## src/rtl/stmix_pkg.sv

```systemverilog
// Package: shared constants and channel type for the stereo mixer.
// Assumes Q1.15 gain constant; 23198/32768 approximates -3 dB.
package stmix_pkg;
    localparam int SAMPLE_W  = 24;
    localparam int GAIN_FRAC = 15;
    localparam int GAIN_Q    = 23198;
    localparam int NUM_CH    = 2;

    typedef enum logic {
        CH_LEFT  = 1'b0,
        CH_RIGHT = 1'b1
    } chan_e;
endpackage

```

## src/rtl/stmix_lane.sv

```systemverilog
// Module: per-channel arithmetic. In mix mode it adds the two samples at
// one extra bit, scales by a Q1.(GAIN_FRAC) constant with floor rounding
// and clips to the sample width. In bypass it forwards the capture sample.
// Assumes GAIN_Q is positive and below 2**GAIN_FRAC. Purely combinational.
module stmix_lane #(
    parameter int DATA_W    = stmix_pkg::SAMPLE_W,
    parameter int GAIN_FRAC = stmix_pkg::GAIN_FRAC,
    parameter int GAIN_Q    = stmix_pkg::GAIN_Q
) (
    input  logic              mix,
    input  logic [DATA_W-1:0] pb_data,
    input  logic [DATA_W-1:0] cap_data,
    output logic [DATA_W-1:0] result
);
    localparam int SUM_W  = DATA_W + 1;
    localparam int GAIN_W = GAIN_FRAC + 1;
    localparam int PROD_W = SUM_W + GAIN_W;
    localparam int HI_W   = PROD_W - DATA_W + 1;
    localparam logic [GAIN_W-1:0] GAIN_BITS = GAIN_W'(GAIN_Q);

    logic signed [SUM_W-1:0]  sum;
    logic signed [PROD_W-1:0] prod;
    logic signed [PROD_W-1:0] scaled;
    logic        [HI_W-1:0]   hi_bits;
    logic                     fits;
    logic        [DATA_W-1:0] clipped;

    // Widened signed sum of the two samples.
    always_comb sum = $signed({pb_data[DATA_W-1], pb_data}) + $signed({cap_data[DATA_W-1], cap_data});

    // Signed multiply by the gain, then arithmetic shift (floor).
    always_comb begin
        prod   = $signed({{GAIN_W{sum[SUM_W-1]}}, sum}) * $signed({{SUM_W{1'b0}}, GAIN_BITS});
        scaled = prod >>> GAIN_FRAC;
    end

    // Clip to the sample range when the upper bits are not a sign extension.
    always_comb begin
        hi_bits = scaled[PROD_W-1:DATA_W-1];
        fits    = (&hi_bits) | ~(|hi_bits);
        if (fits)
            clipped = scaled[DATA_W-1:0];
        else if (scaled[PROD_W-1])
            clipped = {1'b1, {(DATA_W-1){1'b0}}};
        else
            clipped = {1'b0, {(DATA_W-1){1'b1}}};
    end

    // Mode select: scaled sum or untouched capture sample.
    always_comb result = mix ? clipped : cap_data;
endmodule

```

## src/rtl/stmix_seq.sv

```systemverilog
// Module: channel sequencer. Walks left then right, joins playback and
// capture for the current channel, and latches the mode at each accepted
// left sample so the right half of the pair uses the same mode.
// Assumes can_load reflects space in the output register this cycle.
module stmix_seq #(
    parameter int NUM_CH = stmix_pkg::NUM_CH
) (
    input  logic              clk,
    input  logic              rst_n,
    input  logic              mix_en,
    input  logic              can_load,
    input  logic [NUM_CH-1:0] pb_valid,
    input  logic [NUM_CH-1:0] cap_valid,
    output logic [NUM_CH-1:0] pb_ready,
    output logic [NUM_CH-1:0] cap_ready,
    output logic              load,
    output logic              mix_now,
    output stmix_pkg::chan_e  phase
);
    import stmix_pkg::*;

    chan_e phase_q;
    logic  mode_q;
    logic  inputs_ok;

    // Mode in force: live enable on left, latched value on right.
    always_comb mix_now = (phase_q == CH_LEFT) ? mix_en : mode_q;

    // Current channel has all inputs it needs for this mode.
    always_comb inputs_ok = cap_valid[phase_q] && (!mix_now || pb_valid[phase_q]);

    always_comb load = can_load && inputs_ok;

    // Per-channel ready generation; bypass drains current playback lane.
    always_comb begin
        for (int c = 0; c < NUM_CH; c++) begin
            cap_ready[c] = (int'(phase_q) == c) && can_load && (!mix_now || pb_valid[c]);
            pb_ready[c]  = (int'(phase_q) == c) && (!mix_now || (can_load && cap_valid[c]));
        end
    end

    // Channel phase and mode latch update on each accepted sample.
    always_ff @(posedge clk) begin
        if (!rst_n) begin
            phase_q <= CH_LEFT;
            mode_q  <= 1'b0;
        end else if (load) begin
            phase_q <= (phase_q == CH_LEFT) ? CH_RIGHT : CH_LEFT;
            if (phase_q == CH_LEFT)
                mode_q <= mix_en;
        end
    end

    always_comb phase = phase_q;


    mix_join_chk: assert property (@(posedge clk) disable iff (!rst_n)
        (mix_now && |(cap_ready & cap_valid)) |-> |(pb_ready & pb_valid));


    mode_hold_chk: assert property (@(posedge clk) disable iff (!rst_n)
        (load && phase_q == CH_LEFT) |=> (mix_now == $past(mix_en)));
endmodule

```

## src/rtl/stmix_out.sv

```systemverilog
// Module: output register for the merged stream. Holds one beat and
// keeps it stable until taken. Assumes load only when can_load is high.
module stmix_out #(
    parameter int DATA_W = stmix_pkg::SAMPLE_W
) (
    input  logic              clk,
    input  logic              rst_n,
    input  logic              load,
    input  logic [DATA_W-1:0] in_data,
    input  logic              in_tid,
    output logic              can_load,
    output logic [DATA_W-1:0] m_tdata,
    output logic              m_tid,
    output logic              m_tvalid,
    input  logic              m_tready
);
    // Space exists when empty or the held beat leaves this cycle.
    always_comb can_load = !m_tvalid || m_tready;

    // Beat register: capture on load, clear when drained.
    always_ff @(posedge clk) begin
        if (!rst_n) begin
            m_tvalid <= 1'b0;
            m_tdata  <= '0;
            m_tid    <= 1'b0;
        end else if (load) begin
            m_tvalid <= 1'b1;
            m_tdata  <= in_data;
            m_tid    <= in_tid;
        end else if (m_tready) begin
            m_tvalid <= 1'b0;
        end
    end


    hold_stable_chk: assert property (@(posedge clk) disable iff (!rst_n)
        (m_tvalid && !m_tready) |=> (m_tvalid && $stable(m_tdata) && $stable(m_tid)));
endmodule

```

## src/rtl/stereo_mix_top.sv

```systemverilog
// Module: stereo playback/capture mixer top. Two arithmetic lanes feed a
// sequencer-selected output register that carries left and right beats
// alternately, tagged on TID. Assumes a single clock and sync reset.
module stereo_mix_top #(
    parameter int DATA_W    = stmix_pkg::SAMPLE_W,
    parameter int GAIN_FRAC = stmix_pkg::GAIN_FRAC,
    parameter int GAIN_Q    = stmix_pkg::GAIN_Q
) (
    input  logic              clk,
    input  logic              rst_n,
    input  logic              mix_en,
    input  logic [DATA_W-1:0] pb_l_tdata,
    input  logic              pb_l_tvalid,
    output logic              pb_l_tready,
    input  logic [DATA_W-1:0] pb_r_tdata,
    input  logic              pb_r_tvalid,
    output logic              pb_r_tready,
    input  logic [DATA_W-1:0] cap_l_tdata,
    input  logic              cap_l_tvalid,
    output logic              cap_l_tready,
    input  logic [DATA_W-1:0] cap_r_tdata,
    input  logic              cap_r_tvalid,
    output logic              cap_r_tready,
    output logic [DATA_W-1:0] m_tdata,
    output logic              m_tid,
    output logic              m_tvalid,
    input  logic              m_tready
);
    import stmix_pkg::*;
    localparam int CH = NUM_CH;

    logic [DATA_W-1:0] pb_data  [CH];
    logic [DATA_W-1:0] cap_data [CH];
    logic [DATA_W-1:0] lane_res [CH];
    logic [CH-1:0]     pb_valid, cap_valid, pb_ready, cap_ready;
    logic              can_load, load, mix_now;
    chan_e             phase;
    logic              last_tid_q;

    // Gather the per-channel ports into indexed arrays.
    always_comb begin
        pb_data[0]  = pb_l_tdata;
        pb_data[1]  = pb_r_tdata;
        cap_data[0] = cap_l_tdata;
        cap_data[1] = cap_r_tdata;
        pb_valid    = {pb_r_tvalid, pb_l_tvalid};
        cap_valid   = {cap_r_tvalid, cap_l_tvalid};
        {pb_r_tready, pb_l_tready}   = pb_ready;
        {cap_r_tready, cap_l_tready} = cap_ready;
    end

    for (genvar c = 0; c < CH; c++) begin : g_lane
        stmix_lane #(
            .DATA_W   (DATA_W),
            .GAIN_FRAC(GAIN_FRAC),
            .GAIN_Q   (GAIN_Q)
        ) u_lane (
            .mix     (mix_now),
            .pb_data (pb_data[c]),
            .cap_data(cap_data[c]),
            .result  (lane_res[c])
        );
    end

    stmix_seq #(.NUM_CH(CH)) u_seq (
        .clk      (clk),
        .rst_n    (rst_n),
        .mix_en   (mix_en),
        .can_load (can_load),
        .pb_valid (pb_valid),
        .cap_valid(cap_valid),
        .pb_ready (pb_ready),
        .cap_ready(cap_ready),
        .load     (load),
        .mix_now  (mix_now),
        .phase    (phase)
    );

    stmix_out #(.DATA_W(DATA_W)) u_out (
        .clk     (clk),
        .rst_n   (rst_n),
        .load    (load),
        .in_data (lane_res[phase]),
        .in_tid  (phase == CH_RIGHT),
        .can_load(can_load),
        .m_tdata (m_tdata),
        .m_tid   (m_tid),
        .m_tvalid(m_tvalid),
        .m_tready(m_tready)
    );

    // Tag of the most recent loaded beat, for the alternation check.
    always_ff @(posedge clk) begin
        if (!rst_n)      last_tid_q <= 1'b1;
        else if (load)   last_tid_q <= (phase == CH_RIGHT);
    end


    tid_alt_chk: assert property (@(posedge clk) disable iff (!rst_n)
        load |=> (m_tid != $past(last_tid_q)));


    bypass_drain_chk: assert property (@(posedge clk) disable iff (!rst_n)
        !mix_now |-> (pb_ready[phase] == 1'b1));


    reset_idle_chk: assert property (@(posedge clk)
        !rst_n |=> !m_tvalid);
endmodule

```

## config.mk

```make
export PLATFORM = sky130hd
export DESIGN_NAME = stereo_mix_top
export DESIGN_NICKNAME = d
export VERILOG_FILES = /design/src/rtl/stmix_pkg.sv /design/src/rtl/stmix_lane.sv /design/src/rtl/stmix_seq.sv /design/src/rtl/stmix_out.sv /design/src/rtl/stereo_mix_top.sv
export SDC_FILE = /design/constraint.sdc
export NUM_CORES = 1
export LEC_CHECK = 0
export CAP_MARGIN = 20
export CORE_ASPECT_RATIO = 0.9
export CORE_MARGIN = 2
export CORE_UTILIZATION = 63
export CTS_BUF_LIST = sky130_fd_sc_hd__clkbuf_16
export DETAILED_ROUTE_END_ITERATION = 7
export PLACE_DENSITY = 0.95
export SETUP_SLACK_MARGIN = 0.5
export SLEW_MARGIN = 20
export SYNTH_ARGS = -nofsm -noshare
export SYNTH_HDL_FRONTEND = slang
export SYNTH_SLANG_ARGS = --single-unit
export TNS_END_PERCENT = 100
```

## constraint.sdc

```tcl
create_clock -name clk -period 18.1 [get_ports clk]
set_clock_uncertainty 0.2 [all_clocks]
set_input_delay 5.43 -clock clk [delete_from_list [all_inputs] [get_ports clk]]
set_output_delay 5.43 -clock clk [all_outputs]
set_load 0.05 [all_outputs]
```

==> flow_summary.ini, run 1 <==
[timing]
finalHoldViolCount = 0
tightest_slew_ps = 1120
min_period_ps = 15770
setup_viol = 0
grt_setup_unrepaired = no
slew_viol_final = 0
relSlewSlack_pct = 24.7
finalSetupTns_ps = 0
finalCritPeriodShare_pct = 87.1
worst_hold_slack_ps = 271
fmax_mhz = 63.4

[cts]
post_cts_resized = 0
clkTransAtPathRegs_ps = 70
root_buffer = clkbuf_16
clock_latency_ps = 270
clkSinkCount = 28
cts_buffers = 3
cts_tree = yes
post_cts_buffers = 0
cts_max_level = 1
clockBufferDepth = 2
holdBufCountCts = 0

[synthesis]
async_flop_share_pct = 0
syn_area_um2 = 20400
ys_types = 81
yosysWarnings = 0
synth_nets = 3170
synth-seq-cells = 28
synth-main-ff-cell = dfxtp_1
syn_area_per_cell_um2 = 8.65
synthCells = 2360
ys_seq_area_share_pct = 2.75
synth-edff-count = 0

[layout]
fin_nets = 3277
fin_util_pct = 70.0
syn2layout_area_growth_pct = 9.36
final_cell_mix = inv_1 (615), ha_1 (380), fa_1 (326)
antenna_cells = 0
mostFrequentLayoutCell = inv_1
drive_gt1_share_pct = 1.91

[grt]
grt_use_total_pct = 34.5
grt_overflow_total = 0
antenna_found_initial = 0
grt_max_degree = 62
grt_pass1_wl_um = 93800
first_global_vias = 18600

[critical_path]
start_kind = primary input
worst-setup-path-type = in -> reg
crit_slowest_cell = o21a_1
path_buf_inv = 7
worstPathMaxFanout = 18
cp.arrival_ps = 15730
cp-end-kind = flip-flop
critical_path.top_delay_family = compound AO/OA/AOI/OAI gates
cp_slowest_stage_delay_ps = 770
cp_data_required_time_ps = 18060

[min_path]
hold_path_class = reg -> reg

[placed_design]
port_buffers = 133
gp_congestion = 1.02
dp_hpwl_um = 50800

[floorplanning]
die_height_um = 175
start_util_pct = 64.0
die_w_um = 194
ios = 134
dieArea_um2 = 33800
num_rows = 62
core_um2 = 31900

[detailed_routing]
first_pass_iters = 6
drt_iter0_markers = 1499
drt_drc_violations_left = 0
routedWlPerCell_um = 19.9
ant_nets = 0
wl_um = 57400
viasPerCell = 6.05
vias = 17400

[job]
timing.max_cap.violations = 0

[status]
outcome = finished, final reports clean
[layout make-up]
class                           count  area, um2
Multi-Input combinational cell   1669      17400
Timing Repair Buffer              150       1460
Clock buffer                        3       75.1
Sequential cell                    28        561
Tap cell                          416        520
Inverter                          615       2310
Clock inverter                      1       30.0
Fill cell                        2375       9570
[synth_stat cells, drive strengths merged (19+ instances only)]
cell,count,area (um2)
a31oi,27,184
inv,615,2310
fa,326,6530
dfxtp,28,561
nand2,94,353
and2,21,131
o21ai,92,472
o21a,22,165
nand3,23,115
a21o,62,467
nor2,103,387
a21oi,143,719
o211ai,19,143
ha,380,4750
xnor2,72,631
xor2,52,455
clkbuf,34,141
and3,20,130
[registers in the layout (all words and copies together) (netlist names)]
register        flops
u_out.m_tdata      24
u_out.m_tid         1
u_out.m_tvalid      1
u_seq.mode_q        1
u_seq.phase         1
[metal layers]
layer | global-route usage (%) | up-vias | share of wire [%]
li1 | - | 7852 | -
met1 | 46.4 | 8498 | 41
met2 | 55.8 | 895 | 45
met3 | 5.93 | 189 | 9.2
met4 | 13.9 | 0 | 5.0
met5 | 0 | - | 0
[cell families after synthesis]
kind of cell	after synthesis	share of synthesized area, %
AOI/OAI and AO/OA	478	15.4
xor gates and xnor gates	124	5.32
adders and majority gates	706	55.3
buffers and inverters	663	12.5
DFF	28	2.75
muxes	5	0.264
and+or+nand+nor	356	8.46
[metrics by stage]
stage	std cells	area [um2]	setup WS (ps)
after floorplan	2360	20400	3430
after global placement	2877	22100	2730
after detailed placement	2877	22200	2250
after CTS	2881	22300	2520
after global routing	2882	22300	1830
final	2882	22300	2330
[path summary, 6_finish.rpt]
check	endpoint	from	depth (start not counted)	slack [ps]
setup / recovery	u_out.m_tdata[6]$_SDFFE_PN0P_	cap_l_tdata[0]	33	2330
hold / removal	u_out.m_tdata[3]$_SDFFE_PN0P_	u_out.m_tdata[3]$_SDFFE_PN0P_	1	270
setup reg to reg	u_out.m_tdata[4]$_SDFFE_PN0P_	u_seq.phase$_SDFFE_PN0P_	8	14970
hold reg to reg	u_out.m_tdata[3]$_SDFFE_PN0P_	u_out.m_tdata[3]$_SDFFE_PN0P_	1	270
Power of run 1 is left out: the tool's default activity adds up to more than one toggle a clock period on the data nets, which glitch-free logic cannot reach.
==> inputs of run 2 (changes only) <==
--- a/config.mk
+++ b/config.mk
@@ -8,10 +8,10 @@
 export CAP_MARGIN = 20
 export CORE_ASPECT_RATIO = 0.9
 export CORE_MARGIN = 2
-export CORE_UTILIZATION = 63
+export CORE_UTILIZATION = 50
 export CTS_BUF_LIST = sky130_fd_sc_hd__clkbuf_16
 export DETAILED_ROUTE_END_ITERATION = 7
-export PLACE_DENSITY = 0.95
+export PLACE_DENSITY = 0.8
 export SETUP_SLACK_MARGIN = 0.5
 export SLEW_MARGIN = 20
 export SYNTH_ARGS = -nofsm -noshare
==> flow_summary.ini, run 2 (synthesis results as in run 1) <==
[min_path]
hold_path_class = reg -> reg

[cts]
clkTransAtPathRegs_ps = 70
clock_latency_ps = 270
cts_max_level = 1
clkSinkCount = 28
cts_buffers = 3
holdBufCountCts = 0
cts_tree = yes
post_cts_resized = 0
post_cts_buffers = 0
root_buffer = clkbuf_16
clockBufferDepth = 2

[timing]
min_period_ps = 15690
worst_slack_ps = 2410
finalSetupTns_ps = 0
slew_viol_final = 0
finalHoldViolCount = 0
grt_setup_unrepaired = no
relSlewSlack_pct = 18.5
finalCritPeriodShare_pct = 86.7
tightest_slew_ps = 1210
setup_viol = 0
fmax_mhz = 63.7

[critical_path]
critical_path.top_delay_family = adder cells
worstPathMaxFanout = 20
crit_slowest_cell = nor4_1
worst-setup-path-type = in -> reg
cp.arrival_ps = 15660
cp_slowest_stage_delay_ps = 580
start_kind = primary input
cp_data_required_time_ps = 18060
path_buf_inv = 9
cp-end-kind = flip-flop

[floorplanning]
core_um2 = 40500
die_height_um = 196
ios = 134
start_util_pct = 50.4
num_rows = 70
dieArea_um2 = 42400
die_w_um = 217

[status]
outcome = finished, final reports clean

[layout]
fin_nets = 3283
largest_reg_flops = 24
drive_gt1_share_pct = 1.86
fill_cells = 3733
stdcell_count = 3012
antenna_cells = 0
regMostFlops = u_out.m_tdata
final_cell_mix = inv_1 (615), ha_1 (380), fa_1 (326)
syn2layout_area_growth_pct = 10.1
mostFrequentLayoutCell = inv_1

[detailed_routing]
ant_nets = 0
drt_drc_violations_left = 0
vias = 16700
wl_um = 56400
viasPerCell = 5.56
drt_iter0_markers = 1309
routedWlPerCell_um = 18.7
first_pass_iters = 6

[grt]
first_global_vias = 17500
grt_pass1_wl_um = 90800
grt_max_degree = 62
grt_overflow_total = 0
grt_use_total_pct = 27.0
antenna_found_initial = 0

[placed_design]
gp_congestion = 0.948
dp_slack_ps = 2230
dp_hpwl_um = 50100
port_buffers = 133
post-place-cells = 3007

[job]
timing.max_cap.violations = 0
## run 2: cell count changes in the layout (fill, tap and decap cells not counted)
cell,change
xnor2_2,-3
clkinv_1,+1
bufinv_16,-1
nor3_2,-1
buf_4,+6
a21oi_1,-1
nor3_1,+1
nor2_1,+3
xnor2_1,+3
a21oi_2,+1
nor2_2,-3
## run 2: final timing paths
check                           cells after the start                        endpoint  slack [ps]                      startpoint
worst max-delay path                               35  u_out.m_tdata[14]$_SDFFE_PN0P_        2410                  cap_r_tdata[0]
worst max register to register                      8   u_out.m_tdata[5]$_SDFFE_PN0P_       14970        u_seq.phase$_SDFFE_PN0P_
worst min register to register                      1  u_out.m_tdata[10]$_SDFFE_PN0P_         280  u_out.m_tdata[10]$_SDFFE_PN0P_
worst min-delay path                                1  u_out.m_tdata[10]$_SDFFE_PN0P_         280  u_out.m_tdata[10]$_SDFFE_PN0P_
## run 2: layout make-up
cell class / count / area, um2 / area share (%)
clock buffers: 3 / 75.1 / 0.334
clock inverters: 1 / 3.75 / 0.0167
inverters: 615 / 2310 / 10.3
multi-input cells: 1669 / 17300 / 77.2
flip-flops and latches: 28 / 561 / 2.50
well taps: 540 / 676 / 3.01
repair buffers: 156 / 1500 / 6.70
## run 2: stage by stage
stage / instance area [um2] / hold slack, ps / util, %
after floorplan: 20400 / 441 / -
after global placement: 22300 / 251 / 55.2
after detailed placement: 22300 / 253 / 55.2
after CTS: 22400 / 273 / 55.4
after global routing: 22500 / 288 / 55.5
final: 22500 / 275 / 55.5
## run 2: worst reg2reg max path, stage by stage, from the launching register on
cell,delay [ps]
dfxtp_1,680
nand3_1,140
o21ai_0,200
and2_1,330
nand2_1,210
nor2_1,570
o21ai_0,390
a21o_1,260
o211ai_1,90
## run 2: metal layers
| layer | track usage (%) | routed length [um] | vias to the layer above |
|---|---|---|---|
| met5 | 0 | 0 | - |
| met4 | 7.58 | 1710 | 0 |
| met3 | 5.16 | 4270 | 71 |
| met2 | 42.2 | 24800 | 558 |
| met1 | 38.4 | 25600 | 8258 |
| li1 | - | - | 7861 |
Power of run 2 is left out for the same reason.
==> inputs of run 3 (changes only) <==
--- a/config.mk
+++ b/config.mk
@@ -6,7 +6,7 @@
 export NUM_CORES = 1
 export LEC_CHECK = 0
 export CAP_MARGIN = 20
-export CORE_ASPECT_RATIO = 0.9
+export CORE_ASPECT_RATIO = 2
 export CORE_MARGIN = 2
 export CORE_UTILIZATION = 50
 export CTS_BUF_LIST = sky130_fd_sc_hd__clkbuf_16
==> flow_summary.ini, run 3 (synthesis results as in run 1) <==
[floorplanning]
dieArea_um2 = 42500
start_util_pct = 50.7
die_w_um = 147
ios = 134
core_um2 = 40200
num_rows = 104
die_height_um = 290

[cts]
clkSinkCount = 28
clockBufferDepth = 2
clkTransAtPathRegs_ps = 80
post_cts_resized = 0
cts_max_level = 1
clock_latency_ps = 280
cts_buffers = 3
root_buffer = clkbuf_16
post_cts_buffers = 0
holdBufCountCts = 0
cts_tree = yes

[min_path]
min_from = u_out.m_tdata[0]$_SDFFE_PN0P_
hold_depth = 2
hold_path_class = reg -> reg
worst_hold_path.endpoint = u_out.m_tdata[0]$_SDFFE_PN0P_

[timing]
finalSetupTns_ps = 0
grt_setup_unrepaired = no
fmax_mhz = 62.2
min_period_ps = 16090
setup_viol = 0
relSlewSlack_pct = 23.2
tightest_slew_ps = 1150
slew_viol_final = 0
finalHoldViolCount = 0
finalCritPeriodShare_pct = 88.9

[grt]
antenna_found_initial = 1
grt_max_degree = 48
grt_use_total_pct = 29.9
grt_overflow_total = 0
first_global_vias = 19000
grt_pass1_wl_um = 97400

[detailed_routing]
vias = 16900
wl_um = 62500
drt_drc_violations_left = 0
routedWlPerCell_um = 20.7
viasPerCell = 5.62
ant_nets = 0
drt_iter0_markers = 847
first_pass_iters = 7

[layout]
antenna_cells = 0
syn2layout_area_growth_pct = 10.4
fill_cells = 3558
fin_nets = 3294
mostFrequentLayoutCell = inv_1
largest_reg_flops = 24
regMostFlops = u_out.m_tdata
drive_gt1_share_pct = 2.13
final_cell_mix = inv_1 (615), ha_1 (380), fa_1 (326)

[critical_path]
worstPathMaxFanout = 18
cp.arrival_ps = 16060
worst-setup-path-type = in -> reg
ff2ff_setup_slack_ps = 14670
r2r_cells = 8
cp_data_required_time_ps = 18080
cp_slowest_stage_delay_ps = 750
start_kind = primary input
cp-end-kind = flip-flop
crit_slowest_cell = o21a_1
reg2reg_to = u_out.m_tdata[3]$_SDFFE_PN0P_
r2r-start = u_seq.phase$_SDFFE_PN0P_

[placed_design]
port_buffers = 133
dp_hpwl_um = 56200
gp_congestion = 0.975

[job]
timing.max_cap.violations = 0

[status]
outcome = finished, final reports clean
==> run 3: changes by cell type in the layout (fill, tap and decap cells not counted), sizes merged <==
cell	change
clkinv	-1
bufinv	+1
buf	+11
==> run 3: worst max path at each step <==
stage | to | slack, ps | startpoint | cells after the start
3_3_place_gp | u_out.m_tdata[18]$_SDFFE_PN0P_ | 1950 | cap_l_tdata[1] | 32
2_1_floorplan | u_out.m_tdata[14]$_SDFFE_PN0P_ | 3430 | pb_r_tdata[0] | 35
4_1_cts | u_out.m_tdata[14]$_SDFFE_PN0P_ | 2080 | cap_r_tdata[0] | 36
6_report | u_out.m_tdata[18]$_SDFFE_PN0P_ | 2010 | cap_l_tdata[0] | 33
5_1_grt | u_out.m_tdata[22]$_SDFFE_PN0P_ | 1460 | cap_r_tdata[0] | 36
3_5_place_dp | u_out.m_tdata[14]$_SDFFE_PN0P_ | 1790 | cap_r_tdata[0] | 36
==> run 3: per-layer routing <==
metal | track usage, % | wire length [um]
met4 | 21.9 | 5400
met3 | 2.29 | 1980
met1 | 28.3 | 20600
met2 | 59.3 | 34400
met5 | 0 | 12
==> run 3: final cells by class <==
type,count,area (um2),area share [%]
Clock buffer,3,75.1,0.333
Clock inverter,1,30.0,0.133
Inverter,615,2310,10.3
Multi-Input combinational cell,1669,17300,76.8
Sequential cell,28,561,2.49
Tap cell,530,663,2.94
Timing Repair Buffer,167,1590,7.06
==> run 3: metrics by stage <==
step                cell area [um2]  hold WS, ps  util [%]  worst slack [ps]  instances
floorplan                     20400          441         -              3430       2360
global placement              22400          262      55.7              1950       3007
detailed placement            22400          299      55.7              1790       3008
CTS                           22500          315      56.0              2080       3012
global route                  22500          331      56.0              1460       3013
finish                        22500          312      56.0              2010       3013
==> run 3: worst max-delay path: cells and delay by family <==
kind / cells / cell delay, ps
compound gates: 11 / 3580
fa+ha+maj: 9 / 3910
buf+inv: 7 / 1290
simple gates: 6 / 1810
Power of run 3 is left out for the same reason.
